$ cat src/rtl/regld_pkg.sv
package regld_pkg;
   localparam int SEG_W = 7;

   function automatic logic [SEG_W-1:0] hex_glyph(input logic [3:0] nib);
      logic [SEG_W-1:0] g;
      unique case (nib)
         4'h0: g = 7'h3F;
         4'h1: g = 7'h06;
         4'h2: g = 7'h5B;
         4'h3: g = 7'h4F;
         4'h4: g = 7'h66;
         4'h5: g = 7'h6D;
         4'h6: g = 7'h7D;
         4'h7: g = 7'h07;
         4'h8: g = 7'h7F;
         4'h9: g = 7'h6F;
         4'hA: g = 7'h77;
         4'hB: g = 7'h7C;
         4'hC: g = 7'h39;
         4'hD: g = 7'h5E;
         4'hE: g = 7'h79;
         default: g = 7'h71;
      endcase
      return g;
   endfunction
endpackage

$ cat src/rtl/regld_sync.sv
module regld_sync #(
   parameter int W      = 1,
   parameter int STAGES = 2
) (
   input  logic         clk,
   input  logic         rst,
   input  logic [W-1:0] d,
   output logic [W-1:0] q
);
   if (STAGES < 2) begin : g_bad_stages
      initial $error("regld_sync: STAGES must be at least 2");
   end
   if (W < 1) begin : g_bad_width
      initial $error("regld_sync: W must be at least 1");
   end

   logic [STAGES-1:0][W-1:0] chain;

   always_ff @(posedge clk) begin
      if (rst) begin
         chain <= '0;
      end else begin
         chain[0] <= d;
         for (int s = 1; s < STAGES; s++) begin
            chain[s] <= chain[s-1];
         end
      end
   end

   assign q = chain[STAGES-1];
endmodule

$ cat src/rtl/regld_rise.sv
module regld_rise #(
   parameter int W = 1
) (
   input  logic         clk,
   input  logic         rst,
   input  logic [W-1:0] lvl,
   output logic [W-1:0] rise
);
   logic [W-1:0] lvl_q;

   always_ff @(posedge clk) begin
      if (rst) lvl_q <= '0;
      else     lvl_q <= lvl;
   end

   assign rise = lvl & ~lvl_q;
endmodule

$ cat src/rtl/regld_addr_ctr.sv
module regld_addr_ctr #(
   parameter int ADDR_W = 4
) (
   input  logic              clk,
   input  logic              rst,
   input  logic              clr,
   input  logic              inc,
   output logic [ADDR_W-1:0] addr
);
   if (ADDR_W < 1) begin : g_bad_addr
      initial $error("regld_addr_ctr: ADDR_W must be at least 1");
   end

   localparam logic [ADDR_W-1:0] STEP = ADDR_W'(1);

   always_ff @(posedge clk) begin
      if (rst || clr) addr <= '0;
      else if (inc)   addr <= addr + STEP;
   end
endmodule

$ cat src/rtl/regld_seg7.sv
module regld_seg7 #(
   parameter int ADDR_W         = 4,
   parameter bit SEG_ACTIVE_LOW = 1'b0
) (
   input  logic [ADDR_W-1:0]          val,
   output logic [regld_pkg::SEG_W-1:0] seg,
   output logic                        dp
);
   import regld_pkg::*;

   if (ADDR_W > 4) begin : g_bad_disp
      initial $error("regld_seg7: one digit shows at most 4 address bits");
   end

   logic [3:0]       nib;
   logic [SEG_W-1:0] glyph;

   if (ADDR_W == 4) begin : g_full
      assign nib = val;
   end else begin : g_pad
      assign nib = {{(4-ADDR_W){1'b0}}, val};
   end

   assign glyph = hex_glyph(nib);

   if (SEG_ACTIVE_LOW) begin : g_low
      assign seg = ~glyph;
      assign dp  = 1'b1;
   end else begin : g_high
      assign seg = glyph;
      assign dp  = 1'b0;
   end
endmodule

$ cat src/rtl/regld_loader.sv
module regld_loader #(
   parameter int DATA_W         = 8,
   parameter int ADDR_W         = 4,
   parameter int SYNC_STAGES    = 2,
   parameter bit SEG_ACTIVE_LOW = 1'b0
) (
   input  logic              clk,
   input  logic              rst,
   input  logic [DATA_W-1:0] data_i,
   input  logic              load_i,
   input  logic              skip_i,
   input  logic              zero_i,
   output logic              wr_en_o,
   output logic [ADDR_W-1:0] wr_addr_o,
   output logic [DATA_W-1:0] wr_data_o,
   output logic [6:0]        seg_o,
   output logic              seg_dp_o
);
   localparam int N_CTL  = 3;
   localparam int I_LOAD = 0;
   localparam int I_SKIP = 1;
   localparam int I_ZERO = 2;

   if (DATA_W < 1) begin : g_bad_data
      initial $error("regld_loader: DATA_W must be at least 1");
   end

   logic [N_CTL-1:0] ctl_s;
   logic [1:0]       btn_rise;
   logic             load_rise, skip_rise, zero_s, advance;

   regld_sync #(.W(N_CTL), .STAGES(SYNC_STAGES)) u_sync (
      .clk (clk),
      .rst (rst),
      .d   ({zero_i, skip_i, load_i}),
      .q   (ctl_s)
   );

   regld_rise #(.W(2)) u_rise (
      .clk  (clk),
      .rst  (rst),
      .lvl  ({ctl_s[I_SKIP], ctl_s[I_LOAD]}),
      .rise (btn_rise)
   );

   assign load_rise = btn_rise[0];
   assign skip_rise = btn_rise[1];
   assign zero_s    = ctl_s[I_ZERO];
   assign advance   = load_rise | skip_rise;

   regld_addr_ctr #(.ADDR_W(ADDR_W)) u_ctr (
      .clk  (clk),
      .rst  (rst),
      .clr  (zero_s),
      .inc  (advance),
      .addr (wr_addr_o)
   );

   assign wr_en_o   = load_rise & ~zero_s;
   assign wr_data_o = data_i;

   regld_seg7 #(.ADDR_W(ADDR_W), .SEG_ACTIVE_LOW(SEG_ACTIVE_LOW)) u_seg (
      .val (wr_addr_o),
      .seg (seg_o),
      .dp  (seg_dp_o)
   );
endmodule

$ cat config.mk
export PLATFORM = sky130hd
export DESIGN_NAME = regld_loader
export DESIGN_NICKNAME = d
export VERILOG_FILES = /design/src/rtl/regld_pkg.sv /design/src/rtl/regld_sync.sv /design/src/rtl/regld_rise.sv /design/src/rtl/regld_addr_ctr.sv /design/src/rtl/regld_seg7.sv /design/src/rtl/regld_loader.sv
export SDC_FILE = /design/constraint.sdc
export NUM_CORES = 1
export LEC_CHECK = 0
export ABC_AREA = 1
export BUFFER_PORTS_ARGS = -buffer_cell sky130_fd_sc_hd__buf_4
export CORE_MARGIN = 2
export CORE_UTILIZATION = 48
export DETAILED_ROUTE_END_ITERATION = 6
export PLACE_DENSITY = 0.81
export SLEW_MARGIN = 20
export SYNTH_ARGS = -nofsm -noshare
export SYNTH_HDL_FRONTEND = slang
export SYNTH_HIERARCHICAL = 1
export SYNTH_SLANG_ARGS = --single-unit
$ cat constraint.sdc
create_clock -name clk -period 2.45 [get_ports clk]
set_input_delay 0.49 -clock clk [delete_from_list [all_inputs] [get_ports clk]]
set_output_delay 0.49 -clock clk [all_outputs]
set_load 0.03 [all_outputs]
======== Word-level counts from Yosys, hierarchy flattened ========
Memories as Yosys holds them, arrays and structs flattened. A register that Yosys moved wholly into a read port is not among the register bits.
Cells that the tools add are included.
storage, ports and cells
  output and inout bits ................... 21
  register bits ........................... 12
  memory bits (read-only) ................. 112
  bits of input ports ..................... 13
  memories kept ........................... 1
cells by class
  reductions and logical operators ........ 1
  bitwise operators ....................... 5
  $add $sub $neg .......................... 1
  mux-type cells .......................... 2
memory list
  name              depth  width  rd ports  clocked after memory_dff  wr ports  line            text
  (name not given)  16     7      1         1                         0         regld_pkg.sv:6  unique case (nib)
operators by type and width
  kind                                          number
  two-way mux 4 bit                             2
  adder 4 x 1 -> 4 bit (second input constant)  1
  AND 2 bit                                     1
  NOT 2 bit                                     1
  AND 1 bit                                     1
  logical OR 1 bit                              1
  NOT 1 bit                                     1
  OR 1 bit                                      1

======== Logic depth before layout (Yosys ltp) ========
  depth after elaboration ................. 5
  depth in mapped cells ................... 10
  gate-level depth less buffers ........... 9

======== Cells and area by module ========
Netlist, hierarchy kept.
by module, submodules not included
  module          cells an instance  seq. area each (um^2)  area an instance (um^2)  instances
  regld_seg7      54                 0.0                    281.5                    1
  regld_sync      21                 120.1                  187.7                    1
  regld_addr_ctr  22                 80.1                   172.7                    1
  regld_loader    12                 0.0                    77.6                     1
  regld_rise      8                  40.0                   62.6                     1

======== Worst setup path before layout ========
Ideal clock, no wire load.
  kind .................................... register to output
  from .................................... register u_ctr/addr[0] (netlist name)
  to ...................................... output seg_o[3]
  data arrival time ....................... 1500 ps
  setup slack ............................. 460 ps
  stages on the path, launching flop included .. 7
  required time ........................... 1960 ps
  path through ............................ dfxtp_1 > inv_1 > ha_1 > nand2_1 > o21ai_0 > nand2_1 > nand2_1
RTL lines
  element        line                text
  end, declared  regld_loader.sv:16  output logic [6:0] seg_o,

==> summary.txt <==
Status
  • Status: complete, no violations

Die
  • Ports: 34
  • Die height: 44.4 um
  • Core region area: 0.00152 mm2
  • Total die area: 0.00197 mm2
  • Initial Utilization: 51.3%
  • Die X: 44.4 um
  • Site Rows: 14

Worst hold path
  • Worst hold start: u_sync/chain[0]
  • Hold WC Path Type: reg -> reg
  • Hold Crit Endpoint: u_sync/q[0]
  • Hold Path Stages: 2

Critical path
  • CP max stage cell: dfxtp_1
  • WP data required: 1.96 ns
  • Buffers plus inverters on the worst setup path: 2
  • Largest delay contributor family on the critical path: flip-flops
  • Crit path largest cell delay: 0.48 ns
  • Startpoint types: flip-flop
  • Worst-path cell chain: inv_1 -> ha_1 -> nand2_1 -> o21ai_0 -> nand2_1 -> nand2_1 -> buf_4
  • Worst-path maximum fanout: 8
  • Crit path DAT: 1.64 ns
  • Worst reg2reg startpoint: u_sync/q[0]
  • CP endpoint kind: output pin
  • R2r setup slk: 1.32 ns
  • WS Path Type: reg -> out
  • Cells on worst reg2reg path: 9
  • Cell mode on critical path: nand2_1
  • R2R Path End: u_ctr/addr[3]

Yosys
  • Synth top area share: 30.7%
  • Post-Syn Area: 782 um2
  • Seq/Total Area, Yosys: 30.7%
  • Post-Syn Instances: 117
  • YS warnings: 6
  • Top cell type by total area after synthesis: dfxtp_1
  • Mapped Avg Cell Area: 6.68 um2
  • Seq cells post-synth: 12
  • Post-synth cell types: 14
  • Synth Net Count: 138
  • Synth top area cells: dfxtp_1 (31%), nand2_1 (16%), ha_1 (13%), buf_4 (12%), inv_1 (8.6%)

CTS
  • Clk buf depth: 2
  • Reg clk slew, reported paths: 0.07 ns
  • Worst-Skew Late Latency: 0.27 ns
  • Hold bufs inserted after CTS: 0
  • Post-CTS setup buffer count: 0
  • CTS tree: built
  • Clk sinks: 12
  • Post-CTS Resized: 0
  • Clock root buffer: clkbuf_4
  • H-Tree Depth: 1
  • CTS buffer count: 3

STA
  • Final worst-path cycle share: 87.1%
  • Final Max Tran Viols: 0
  • Final WS setup: 0.316 ns
  • # setup viols final: 0
  • Clock skew: 0.00208 ns
  • Final hold violation count: 0
  • RSZ-0062 raised after global routing: no
  • Fin Setup TNS: 0 ns
  • Top achievable clock speed: 469 MHz
  • Post-layout minimum cycle time: 2.13 ns

Placed design
  • Worst slack, placed: 0.596 ns
  • Placer Congestion: 0.868
  • Detail Placement HPWL: 1.10 mm
  • IO Port Bufs: 16

Routing
  • DRT antenna net count: 0
  • Wire per inst: 9.64 um
  • Via density: 4.81
  • DRT Pass-1 Iters: 4
  • Via count: 674
  • DR iter-0 viols: 12
  • DRC: 0
  • Routed wire length: 1.35 mm

Global routing
  • All-Layer GR Usage: 14.9%
  • First-pass GRT wire length: 2.16 mm
  • Initial antenna violation count: 0
  • Vias in the first global route: 571
  • Largest net degree at the start of global routing: 13
  • Total grt overflow: 0

Final layout
  • Commonest non-fill, non-tap cell in the layout: nand2_1
  • Nets: 146
  • # diodes: 0
  • Area added between synthesis and finish: 10.1%
  • Most frequent cells in the layout: nand2_1 (33), inv_1 (18), buf_4 (16), nor2_1 (16), dfxtp_1 (12)
  • Share of cells above drive strength 1: 21.0%
  • Number of fill cells: 158

Power and ir drop
  • Pwr Density: 536 mW/mm2
  • Pleak: 0.445 nW
  • VDD IR max: 0.505 mV

Run
  • Max_cap viols: 0
==> worst reg2reg max path, stage by stage (launching register included) <==
cell     delay [ns]
dfxtp_1        0.31
inv_1          0.04
nor2_1         0.07
inv_1          0.06
nand2_1        0.18
nand2_2        0.09
nor2_2         0.13
nand2_1        0.06
nand2_1        0.07
nor2_1         0.03
==> layer usage <==
metal | routed length [um] | vias to the layer above | global-route usage [%]
met5 | 0 | - | 0
met4 | 28 | 0 | 10.3
met3 | 130 | 4 | 2.04
met2 | 697 | 33 | 30.0
met1 | 492 | 286 | 13.1
li1 | - | 351 | -
==> per-stage QoR <==
| step | total power, mW | instances | utilization (%) | hold slack, ns | instance area [um2] |
|---|---|---|---|---|---|
| 2_1_floorplan | 0.308 | 117 | - | 0.388 | 782 |
| 3_3_place_gp | 0.311 | 136 | 54.1 | 0.389 | 825 |
| 3_5_place_dp | 0.314 | 136 | 54.1 | 0.397 | 825 |
| 4_1_cts | 0.467 | 140 | 56.5 | 0.415 | 861 |
| 5_1_grt | 0.484 | 140 | 56.5 | 0.418 | 861 |
| 6_report | 0.461 | 140 | 56.5 | 0.412 | 861 |
==> sequential cells by signal, indices dropped and copies added, names as in the netlist <==
signal	cells
u_sync/q	3
u_rise/lvl_q	2
u_sync/chain	3
u_ctr/addr	4
==> cell type report <==
type / count / area (um2) / area share [%]
well taps: 16 / 20.0 / 2.33
inverters: 19 / 71.3 / 8.28
flip-flops and latches: 12 / 240 / 27.9
repair buffers: 16 / 120 / 14.0
multi-input cells: 73 / 373 / 43.3
clock buffers: 4 / 36.3 / 4.22
==> cell usage after synthesis, drive strengths merged <==
cell	number
and3b	1
nor2	18
inv	19
nand2	35
buf	13
dfxtp	12
a21oi	2
ha	8
o21ai	3
conb	1
nand3	5
==> report_power, final <==
| part | internal [mW] | switching (mW) |
|---|---|---|
| Sequential | 0.203 | 0.00727 |
| Combinational | 0.0373 | 0.0612 |
| Clock | 0.0903 | 0.0622 |
==> cell families (layout without fill, tap and decap cells) <==
kind of cell             after synthesis  after routing  share of synthesized area (%)
AO/OA/AOI/OAI                          5              5                           3.20
AND/OR/NAND/NOR                       59             59                           31.2
adder cells (fa/ha/maj)                8              8                           12.8
buffers and inverters                 32             39                           21.6
flip-flops                            12             12                           30.7
other                                  1              1                          0.480
==> worst max-delay path by stage <==
stage | startpoint | endpoint | slack, ns | cells past startpoint
5_1_grt | u_ctr/addr[1] | seg_o[3] | 0.15 | 7
6_report | u_ctr/addr[0] | seg_o[3] | 0.32 | 7
3_3_place_gp | u_ctr/addr[0] | seg_o[3] | 0.65 | 7
3_5_place_dp | u_ctr/addr[0] | seg_o[3] | 0.60 | 7
2_1_floorplan | u_ctr/addr[0] | seg_o[3] | 0.46 | 6
4_1_cts | u_ctr/addr[0] | seg_o[3] | 0.31 | 7
Note: power is estimated with default switching activity, not from simulation.
